## src/rtl/tq_pkg.sv

```systemverilog
package tq_pkg;

   // register selector on the write port
   typedef enum logic [1:0] {
      REG_RELOAD = 2'd0,
      REG_CTRL   = 2'd1,
      REG_ROUTE  = 2'd2,
      REG_SPARE  = 2'd3
   } tq_reg_e;

   // control word field positions
   localparam int CB_PS   = 0;   // [1:0] divider code
   localparam int CB_CASC = 2;   // chained mode
   localparam int CB_IE   = 6;   // interrupt enable
   localparam int CB_EN   = 7;   // run enable

   typedef enum logic [1:0] {
      MODE_OFF   = 2'd0,
      MODE_PRESC = 2'd1,
      MODE_CASC  = 2'd2
   } tq_mode_e;

   // log2 of the divider selected by a two-bit code
   function automatic int unsigned ps_shift(input logic [1:0] code);
      case (code)
         2'd0:    return 0;
         2'd1:    return 6;
         2'd2:    return 8;
         default: return 10;
      endcase
   endfunction

endpackage

```

## src/rtl/tq_prescaler.sv

```systemverilog
module tq_prescaler
   import tq_pkg::*;
#(
   parameter int PSW = 10
) (
   input  logic       clk,
   input  logic       rst_n,
   input  logic       clr,
   input  logic       run,
   input  logic [1:0] sel,
   output logic       fire
);

   if (PSW < 10) begin : g_bad_psw
      $error("tq_prescaler: PSW must cover a divide by 1024");
   end

   logic [PSW-1:0] acc;
   logic [PSW-1:0] lim;

   always_comb begin
      lim  = PSW'((32'd1 << ps_shift(sel)) - 32'd1);
      fire = run && (acc == lim);
   end

   always_ff @(posedge clk or negedge rst_n) begin
      if (!rst_n) begin
         acc <= '0;
      end else if (clr) begin
         acc <= '0;
      end else if (run) begin
         acc <= fire ? '0 : acc + 1'b1;
      end
   end

endmodule

```

## src/rtl/tq_channel.sv

```systemverilog
module tq_channel
   import tq_pkg::*;
#(
   parameter int CW  = 16,
   parameter int PSW = 10,
   parameter int IDX = 0
) (
   input  logic          clk,
   input  logic          rst_n,
   input  logic          tick,
   input  logic          sel_wr,
   input  logic [1:0]    wr_reg,
   input  logic [CW-1:0] wr_data,
   input  logic          carry_in,
   output logic          ovf,
   output logic [CW-1:0] cnt,
   output logic [CW-1:0] rld,
   output logic          en,
   output logic          ie,
   output logic          casc
);

   if (CW < 8) begin : g_bad_cw
      $error("tq_channel: CW must hold the control byte");
   end

   localparam bit CAN_CASC = (IDX > 0);

   logic          en_q, ie_q, casc_q;
   logic [1:0]    ps_q;
   logic [CW-1:0] rld_q, cnt_q;
   logic          ctl_wr, rld_wr, load, fire, step;
   tq_mode_e      mode;

   always_comb begin
      ctl_wr = sel_wr && (tq_reg_e'(wr_reg) == REG_CTRL);
      rld_wr = sel_wr && (tq_reg_e'(wr_reg) == REG_RELOAD);
      load   = ctl_wr && !en_q && wr_data[CB_EN];
      if (!en_q)                     mode = MODE_OFF;
      else if (CAN_CASC && casc_q)   mode = MODE_CASC;
      else                           mode = MODE_PRESC;
      case (mode)
         MODE_PRESC: step = fire;
         MODE_CASC:  step = carry_in;
         default:    step = 1'b0;
      endcase
      ovf = step && (&cnt_q);
   end

   tq_prescaler #(.PSW(PSW)) u_ps (
      .clk  (clk),
      .rst_n(rst_n),
      .clr  (load),
      .run  (tick && (mode == MODE_PRESC)),
      .sel  (ps_q),
      .fire (fire)
   );

   always_ff @(posedge clk or negedge rst_n) begin
      if (!rst_n) begin
         en_q   <= 1'b0;
         ie_q   <= 1'b0;
         casc_q <= 1'b0;
         ps_q   <= 2'd0;
      end else if (ctl_wr) begin
         en_q   <= wr_data[CB_EN];
         ie_q   <= wr_data[CB_IE];
         casc_q <= wr_data[CB_CASC];
         ps_q   <= wr_data[CB_PS +: 2];
      end
   end

   always_ff @(posedge clk or negedge rst_n) begin
      if (!rst_n)      rld_q <= '0;
      else if (rld_wr) rld_q <= wr_data;
   end

   always_ff @(posedge clk or negedge rst_n) begin
      if (!rst_n)    cnt_q <= '0;
      else if (load) cnt_q <= rld_q;
      else if (step) cnt_q <= ovf ? rld_q : cnt_q + 1'b1;
   end

   assign cnt  = cnt_q;
   assign rld  = rld_q;
   assign en   = en_q;
   assign ie   = ie_q;
   assign casc = (mode == MODE_CASC);

endmodule

```

## src/rtl/tq_route.sv

```systemverilog
module tq_route
   import tq_pkg::*;
#(
   parameter int NCH  = 4,
   parameter int NAUD = 2,
   localparam int CHW = $clog2(NCH)
) (
   input  logic                 clk,
   input  logic                 rst_n,
   input  logic                 wr_en,
   input  logic [CHW-1:0]       wr_ch,
   input  logic [1:0]           wr_reg,
   input  logic [1:0]           wr_bits,
   input  logic [NAUD-1:0]      ovf,
   output logic [NAUD-1:0][1:0] mask,
   output logic                 snd_a,
   output logic                 snd_b
);

   logic [NAUD-1:0] hit_a, hit_b;

   for (genvar s = 0; s < NAUD; s++) begin : g_src
      localparam logic [1:0] DEF = (s == 0) ? 2'b11 : 2'b00;
      logic mwr;
      assign mwr = wr_en && (wr_ch == CHW'(s)) && (tq_reg_e'(wr_reg) == REG_ROUTE);
      always_ff @(posedge clk or negedge rst_n) begin
         if (!rst_n)   mask[s] <= DEF;
         else if (mwr) mask[s] <= wr_bits;
      end
      assign hit_a[s] = ovf[s] && mask[s][0];
      assign hit_b[s] = ovf[s] && mask[s][1];
   end

   always_ff @(posedge clk or negedge rst_n) begin
      if (!rst_n) begin
         snd_a <= 1'b0;
         snd_b <= 1'b0;
      end else begin
         snd_a <= |hit_a;
         snd_b <= |hit_b;
      end
   end

endmodule

```

## src/rtl/tq_quad.sv

```systemverilog
module tq_quad
   import tq_pkg::*;
#(
   parameter int NCH  = 4,
   parameter int CW   = 16,
   parameter int PSW  = 10,
   parameter int NAUD = 2,
   localparam int CHW = $clog2(NCH)
) (
   input  logic           clk,
   input  logic           rst_n,
   input  logic           tick_en,
   input  logic           wr_en,
   input  logic [CHW-1:0] wr_ch,
   input  logic [1:0]     wr_reg,
   input  logic [CW-1:0]  wr_data,
   input  logic [CHW-1:0] rd_ch,
   output logic [CW-1:0]  rd_count,
   output logic [NCH-1:0] irq,
   output logic           snd_a,
   output logic           snd_b
);

   if (NCH < 2) begin : g_bad_nch
      $error("tq_quad: at least two channels are needed");
   end
   if (NAUD < 1 || NAUD > NCH) begin : g_bad_naud
      $error("tq_quad: NAUD must lie in 1..NCH");
   end

   logic [NCH-1:0]          ovf_vec, en_vec, ie_vec, casc_vec, carry;
   logic [NCH-1:0][CW-1:0]  cnt_arr, rld_arr;
   logic [NAUD-1:0][1:0]    route_mask;
   logic [NCH-1:0]          irq_q;

   for (genvar i = 0; i < NCH; i++) begin : g_ch
      if (i == 0) begin : g_head
         assign carry[i] = 1'b0;
      end else begin : g_link
         assign carry[i] = ovf_vec[i-1];
      end

      tq_channel #(.CW(CW), .PSW(PSW), .IDX(i)) u_ch (
         .clk     (clk),
         .rst_n   (rst_n),
         .tick    (tick_en),
         .sel_wr  (wr_en && (wr_ch == CHW'(i))),
         .wr_reg  (wr_reg),
         .wr_data (wr_data),
         .carry_in(carry[i]),
         .ovf     (ovf_vec[i]),
         .cnt     (cnt_arr[i]),
         .rld     (rld_arr[i]),
         .en      (en_vec[i]),
         .ie      (ie_vec[i]),
         .casc    (casc_vec[i])
      );
   end

   tq_route #(.NCH(NCH), .NAUD(NAUD)) u_route (
      .clk    (clk),
      .rst_n  (rst_n),
      .wr_en  (wr_en),
      .wr_ch  (wr_ch),
      .wr_reg (wr_reg),
      .wr_bits(wr_data[1:0]),
      .ovf    (ovf_vec[NAUD-1:0]),
      .mask   (route_mask),
      .snd_a  (snd_a),
      .snd_b  (snd_b)
   );

   always_ff @(posedge clk or negedge rst_n) begin
      if (!rst_n) irq_q <= '0;
      else        irq_q <= ovf_vec & ie_vec;
   end

   assign irq      = irq_q;
   assign rd_count = cnt_arr[rd_ch];

endmodule

```

## config.mk

```make
export PLATFORM = sky130hd
export DESIGN_NAME = tq_quad
export DESIGN_NICKNAME = d
export VERILOG_FILES = /design/src/rtl/tq_pkg.sv /design/src/rtl/tq_prescaler.sv /design/src/rtl/tq_channel.sv /design/src/rtl/tq_route.sv /design/src/rtl/tq_quad.sv
export SDC_FILE = /design/constraint.sdc
export NUM_CORES = 1
export LEC_CHECK = 0
export BUFFER_PORTS_ARGS = -buffer_cell sky130_fd_sc_hd__buf_2
export CORE_MARGIN = 2
export CORE_UTILIZATION = 56
export CTS_CLUSTER_DIAMETER = 120
export DETAILED_ROUTE_END_ITERATION = 7
export GPL_ROUTABILITY_DRIVEN = 0
export PLACE_DENSITY = 0.75
export SYNTH_ARGS = -nofsm -noshare
export SYNTH_HDL_FRONTEND = slang
export SYNTH_SLANG_ARGS = --single-unit
```

## constraint.sdc

```tcl
create_clock -name clk -period 2.6 [get_ports clk]
set_input_delay 0.26 -clock clk [delete_from_list [all_inputs] [get_ports clk]]
set_output_delay 0.26 -clock clk [all_outputs]
set_load 0.05 [all_outputs]
```

== Word-level counts from Yosys, hierarchy flattened ==
Index checks and enable logic that the tools add are counted.

* Bits in registers: 197
* Bits of input ports: 26
* Output and inout bits: 22
* Logic and storage cells: 177

* Add/sub/neg operators: 12
* $lt $le $gt $ge: 1
* Eq/ne operators: 24
* Shifts and indexed selects: 4
* Muxes and demuxes: 41
* Bitwise gates (word level): 1
* Reduce and logical (&&, ||, !) cells: 62

{| class="wikitable"
|+ Operators with widths
! cell !! number
|-
| $mux 16 || 13
|-
| $mux 10 || 12
|-
| $add 16x1->16 const B || 4
|-
| $reduce_and 16->1 || 4
|-
| $pmux 4 s3 || 4
|-
| $add 10x1->10 const B || 4
|-
| $eq 10x10->1 || 4
|-
| $shl 1x4->10 const A || 4
|-
| $sub 10x1->10 const B || 4
|-
| $logic_and 1x1->1 || 38
|-
| $bmux 16 s2 || 1
|-
| $eq 2x2->1 const B || 10
|-
| $eq 2x1->1 const B || 9
|-
| $reduce_bool 2->1 || 8
|-
| $logic_not 2->1 || 6
|-
| $mux 2 || 6
|-
| $pmux 1 s2 || 3
|-
| $and 4x4->4 || 1
|-
| $logic_not 1->1 || 4
|-
| $reduce_or 2->1 || 2
|-
| $lt 2x3->1 const B || 1
|-
| $mux 1 || 2
|-
| $eq 1x1->1 const B || 1
|}

== Longest topological paths before layout ==
* Word-level depth: 17
* Gate-level depth with buffers: 12
* Gate-level depth less buffers: 9

== Cells and area by module ==
Synthesis repeated with hierarchy kept, for this count alone.

* Cells, all modules: 1002
* Area total of the unflattened synthesis: 11045.6 µm²

{| class="wikitable"
|+ Modules (own cells, without submodules)
! module !! instances !! cells an instance !! area an instance (µm²) !! sequential area each (µm²)
|-
| tq_channel at g_ch[1].u_ch ... || 2 || 172 || 1901.8 || 925.9
|-
| tq_prescaler || 4 || 63 || 633.1 || 250.2
|-
| tq_channel at g_ch[0].u_ch || 1 || 187 || 1945.6 || 900.9
|-
| tq_channel at g_ch[3].u_ch || 1 || 171 || 1933.1 || 925.9
|-
| tq_quad || 1 || 33 || 584.3 || 100.1
|-
| tq_route || 1 || 15 || 246.5 || 152.6
|}

== Worst setup path before layout ==
OpenSTA, ideal clock, no wires.

* Path type: reg2reg
* Start point: register g_ch[0].u_ch.u_ps.acc[6]
* End point: register g_ch[3].u_ch.cnt_q[12]
* Arrival time: 2.455 ns
* Data required time: 2.479 ns
* Slack: 0.023 ns
* Cell stages (with the launch flop): 10
* Buffers on the path: 1
* Period minus slack after synthesis: 2.577 ns
* Cell sequence: dfrtp_1 or3_1 a221o_1 nor4_2 a32o_2 o211ai_4 and2_4 buf_6 mux2_4 o22a_1

* Cells in the longest elaborated chain, start to end: 13
* Elaborated cells on any way between the ends: 14
* Classes of those cells: eq/ne: 1; mux: 7; reduce/logical: 6

{| class="wikitable"
|+ Ends and longest elaborated chain
! element !! line !! source
|-
| start, declared || tq_prescaler.sv:18 || <nowiki>logic [PSW-1:0] acc;</nowiki>
|-
| start signal, assigned || tq_prescaler.sv:32 || <nowiki>acc <= fire ? '0 : acc + 1'b1;</nowiki>
|-
| $eq 10x10->1 * || tq_prescaler.sv:23 || <nowiki>fire = run && (acc == lim);</nowiki>
|-
| $logic_and 1x1->1 * || tq_prescaler.sv:23 ||
|-
| $mux 1 * || tq_channel.sv:42 || <nowiki>case (mode)</nowiki>
|-
| $logic_and 1x1->1 * || tq_channel.sv:47 || <nowiki>ovf = step && (&cnt_q);</nowiki>
|-
| $pmux 1 s2 * || tq_channel.sv:42 ||
|-
| $logic_and 1x1->1 * || tq_channel.sv:47 ||
|-
| $pmux 1 s2 * || tq_channel.sv:42 ||
|-
| $logic_and 1x1->1 * || tq_channel.sv:47 ||
|-
| $pmux 1 s2 * || tq_channel.sv:42 ||
|-
| $logic_and 1x1->1 || tq_channel.sv:47 ||
|-
| $mux 16 (2 in a row) || tq_channel.sv:81 || <nowiki>else if (step) cnt_q <= ovf ? rld_q : cnt_q + 1'b1;</nowiki>
|-
| $mux 16 || tq_channel.sv:80 || <nowiki>else if (load) cnt_q <= rld_q;</nowiki>
|-
| end signal, assigned || tq_channel.sv:80 ||
|-
| end signal, assigned || tq_channel.sv:81 ||
|-
| end, declared || tq_channel.sv:31 || <nowiki>logic [CW-1:0] rld_q, cnt_q;</nowiki>
|}

Mark *: on every way between the ends. The rest lies on a longest branch, timed or not. The select of a mux whose other input is x is not followed.
A chain may end at the register's enable or synchronous reset.

== Worst setup path in the final report ==
* Start point: register g_ch[0].u_ch.ps_q[1]
* End point: register g_ch[0].u_ch.cnt_q[4]

* Cells in the longest elaborated chain, start to end: 11
* Elaborated cells on any way between the ends: 14
* Classes of those cells: add/sub: 1; eq/ne: 3; shift: 1; mux: 5; reduce/logical: 4

{| class="wikitable"
|+ Ends and longest elaborated chain
! element !! line !! source
|-
| start, declared || tq_channel.sv:30 || <nowiki>logic [1:0] ps_q;</nowiki>
|-
| start signal, assigned || tq_channel.sv:69 || <nowiki>ps_q <= wr_data[CB_PS +: 2];</nowiki>
|-
| $eq 2x2->1, or another cell as far along || tq_pkg.sv:25 || <nowiki>case (code)</nowiki>
|-
| $pmux 4 s3 * || tq_pkg.sv:25 ||
|-
| $shl 1x4->10 * || tq_prescaler.sv:22 || <nowiki>lim = PSW'((32'd1 << ps_shift(sel)) - 32'd1);</nowiki>
|-
| $sub 10x1->10 * || tq_prescaler.sv:22 ||
|-
| $eq 10x10->1 * || tq_prescaler.sv:23 ||
|-
| $logic_and 1x1->1 * || tq_prescaler.sv:23 ||
|-
| $mux 1 * || tq_channel.sv:42 ||
|-
| $logic_and 1x1->1 || tq_channel.sv:47 ||
|-
| $mux 16 (2 in a row) || tq_channel.sv:81 ||
|-
| $mux 16 || tq_channel.sv:80 ||
|-
| end signal, assigned || tq_channel.sv:80 ||
|-
| end signal, assigned || tq_channel.sv:81 ||
|-
| end, declared || tq_channel.sv:31 ||
|}

Marked as above.

==> summary.txt <==
Power
  • Clock network power share: a little under a third
  • Sw frac: between 30% and 40%
  • Leakage: between 5 and 6 nW
  • Combinational cell fraction of total power: between 20% and 30%
  • Power per standard cell area: 736.2 nW/µm²
  • Internal power: ~0.0063 W
  • Max VDD drop: about 680 µV
  • Net Switching: 0.002800 W
  • Part of the power in registers: between 40% and 50%

Critical path
  • Kind of critical path: register to register
  • Startpoint types: register
  • CP max FO: 6
  • Worst Reg-to-Reg Cells: 12
  • Critical path arrival: just under 3 ns
  • Crit path required time: around 3 ns
  • Worst setup EP type: register

Die
  • Chip Width: ~140 µm
  • Initial Util: approximately 57%
  • Number of primary I/O pins: 48
  • Num rows: 49
  • Die Ht: between 100 and 150 µm
  • Core Box Area: about 18,000 µm²
  • DIE AREA: 19,560 µm²

Layout
  • Final-stage net count: 1,178
  • Register area: just under 5000 µm²
  • Share of cells above drive strength 1: 29.93%
  • Multi-input logic area: 5306 µm²
  • N_diodes: 0
  • Area grow syn2layout: 20.02%
  • Fill cells: between 1k and 1.5k
  • Core Util, Final: approximately 70%

STA
  • Fmax achieved: between 0.3 and 0.4 GHz
  • Final min period: around 2.6 ns
  • Unrepaired setup endpoints after global routing: true
  • Final worst path period share: 100.5%
  • Final Hold Fails: 0
  • Slew Viols, Final: 0
  • Setup_tns: -0.01269 ns
  • Fin Hold WS: 0.1850 ns
  • Worst-margin pin slew: approximately 0.69 ns
  • Count of final setup violators: 1
  • Slew headroom: 53.75%
  • Skew final: between 0.01 and 0.015 ns
  • Fin worst setup slack: -0.01269 ns

Placement
  • Port Buf Inserts: 47
  • DP HPWL: 20,370 µm

Yosys
  • Sequential area share after synthesis: 47.71%
  • Number of synthesized flops with an enable pin: 0
  • Mapped cell area: slightly above 10,000 µm²
  • Top post-synthesis cells by area: dfrtp_1 (47%), mux2_2 (9.9%), a21oi_1 (3.8%)
  • Flops & latches, synth: 197
  • Adder-cell share of the synthesized area: 0.9683%
  • Primary FF master, synth: dfrtp_1
  • Largest family of logic cells by synthesized area: simple AND/OR/NAND/NOR gates
  • Avg Cell Area, Syn: ~10 µm²
  • Most numerous cell in the Yosys netlist: dfrtp_1
  • Leading post-synthesis cells by instance count: dfrtp_1 (195), nor2_1 (95), mux2_2 (91)
  • Distinct cell type count after synthesis: 75
  • Xor and xnor area share after synthesis: under 10%
  • Synth Area in Simple Gates: between 10% and 20%
  • Dominant cell type by area after synthesis: dfrtp_1
  • Syn. warnings: 0
  • Share of the synthesized area in the top cell type: 47.20%
  • Synth Area in Compound Gates: a little over an eighth
  • Mux cell area share after synthesis: between 10% and 20%
  • Syn_nets: 1,053
  • Synth async-reset ratio: 100.0%
  • Cells after Synth: 1,019

Detailed routing
  • Final ANT Viol Nets: 0
  • Via count: 8,957
  • DR pass1 iterations: 6
  • Wire length per cell: approximately 21 µm
  • Routed WL: 29,770 µm
  • Post-detailed-route DRC marker count: 0
  • Vias per cell: 6.467
  • Initial DRC Count: a little over 900

Global route
  • Vias in the first global route: about 8.4k
  • First-pass GRT wire length: roughly 46,000 µm
  • Initial antenna violation count: 0
  • Tot GR Track Use: 30.38%
  • Total grt overflow: 0
  • Largest net degree at the start of global routing: 70

CTS
  • CTS tree: built
  • Clock sink count: 197
  • Clock Tree Root: clkbuf_16
  • CTS Buf Count: 17
  • H-tree depth: 4
  • Maximum clock path buffer count: 2
  • Worst-Skew Late Latency: between 0.4 and 0.5 ns
  • Clock-pin slew on the worst setup and hold paths: 0.07 ns

Job
  • Max-cap violation count: 0

Status
  • Status: finished with violations
  • Failing checks: negative setup slack

Min path
  • Min-Delay Path Depth: 2
  • HP Class: primary input to register
metal layers:
metal / GRT usage, % / share of wire [%] / vias to the layer above
met5: 0 / 0 / -
met4: 12.37 / 3.5 / 0
met3: 5.127 / 6.9 / 71
met2: 48.91 / 48 / 405
met1: 41.25 / 41 / 4499
li1: - / - / 3982
state kept, by name, summed over array words and instances, names as in the netlist:
name and flops:
u_route.snd_b 1, g_ch.u_ch.u_ps.acc 40, g_ch.u_ch.casc_q 3, g_ch.u_ch.ps_q 8
irq 4, g_ch.u_ch.ie 4, g_ch.u_ch.en 4, u_route.mask 4
g_ch.u_ch.cnt 64, g_ch.u_ch.rld 64, u_route.snd_a 1
logic make-up (layout without fill, tap and decap cells):
family,after synthesis,in the layout
buffers and inverters,69,206
AO/OA/AOI/OAI,218,218
multiplexers,111,111
adder cells (fa/ha/maj),8,8
flip-flops,197,197
AND/OR/NAND/NOR,385,385
XOR/XNOR,31,31
worst max-delay path, stage by stage (launching register included):
cell       delay, ns
dfrtp_1         0.40
buf_4           0.14
buf_4           0.11
o2bb2ai_1       0.15
o221ai_2        0.17
buf_4           0.19
or4_4           0.58
nor2_4          0.14
nor2_4          0.09
clkbuf_16       0.19
nand3_2         0.07
o21ai_1         0.08
a22oi_1         0.22
power by group through the flow:
stage	combinational (W)	sequential, W	clock [W]
4_1_cts	0.00208	0.00407	0.00291
3_5_place_dp	0.00204	0.00412	0
3_3_place_gp	0.00197	0.00409	0
5_1_grt	0.00234	0.00416	0.00304
6_report	0.00216	0.00409	0.00288
2_1_floorplan	0.00125	0.00405	0
through the flow:
stage / instance area [µm²] / worst slack, ns / instances / total power, W
2_1_floorplan: 10340 / 0.02336 / 1019 / 0.005292
3_3_place_gp: 11500 / 0.04343 / 1347 / 0.006060
3_5_place_dp: 11500 / -0.02652 / 1347 / 0.006161
4_1_cts: 12190 / 0.01072 / 1381 / 0.009063
5_1_grt: 12410 / -0.08004 / 1385 / 0.009533
6_report: 12410 / -0.01269 / 1385 / 0.009134
final timing paths:
| check | start | to | slack [ns] |
|---|---|---|---|
| max | g_ch[0].u_ch.ps_q[1]$_DFFE_PN0P_ | g_ch[0].u_ch.cnt[4]$_DFFE_PN0P_ | -0.01 |
| min | wr_data[12] | g_ch[1].u_ch.rld[12]$_DFFE_PN0P_ | 0.18 |
| max reg2reg | g_ch[0].u_ch.ps_q[1]$_DFFE_PN0P_ | g_ch[0].u_ch.cnt[4]$_DFFE_PN0P_ | -0.01 |
| min reg2reg | g_ch[0].u_ch.rld[0]$_DFFE_PN0P_ | g_ch[0].u_ch.cnt[0]$_DFFE_PN0P_ | 0.50 |
| max in group asynchronous | rst_n | g_ch[1].u_ch.cnt[7]$_DFFE_PN0P_ | 1.59 |
| min in group asynchronous | rst_n | g_ch[1].u_ch.u_ps.acc[2]$_DFFE_PN0P_ | 0.29 |
cell usage in the layout, fill, tap and decap left out, types with 7 or more instances in the layout:
| cell | Yosys | final |
|---|---|---|
| nand2_1 | 84 | 83 |
| inv_1 | 20 | 20 |
| o21ai_1 | 1 | 7 |
| nor2_1 | 95 | 92 |
| o22ai_1 | 7 | 7 |
| a21oi_1 | 79 | 74 |
| nand4_1 | 17 | 17 |
| and2_1 | 18 | 17 |
| a22oi_1 | 8 | 8 |
| buf_4 | 0 | 95 |
| xor2_1 | 17 | 17 |
| o21ai_0 | 55 | 49 |
| o22a_1 | 10 | 9 |
| dfrtp_1 | 195 | 195 |
| or3_1 | 11 | 10 |
| buf_2 | 13 | 46 |
| nor3_1 | 23 | 20 |
| xnor2_1 | 14 | 14 |
| nand3_1 | 61 | 57 |
| mux4_2 | 16 | 16 |
| and3_1 | 20 | 20 |
| clkbuf_16 | 0 | 18 |
| ha_1 | 8 | 7 |
| a31oi_1 | 10 | 9 |
| nand2b_1 | 7 | 7 |
| mux2_2 | 91 | 91 |
area by class of cell:
| cell class | count | share of cell area (%) |
|---|---|---|
| inverters | 20 | 0.6051 |
| clock inverters | 11 | 1.382 |
| clock buffers | 20 | 3.762 |
| flip-flops and latches | 197 | 39.75 |
| repair buffers | 155 | 9.419 |
| multi-input cells | 753 | 42.77 |
| well taps | 229 | 2.309 |
repair_timing:
item,CTS,global route
setup endpoints to repair,16,55
pin swaps,3,12
setup buffers,2,2
gates cloned,0,2
hold endpoints to repair,31,0
gates resized for setup,3,45
hold buffers,1,0
Power figures use the tool's default switching activity.
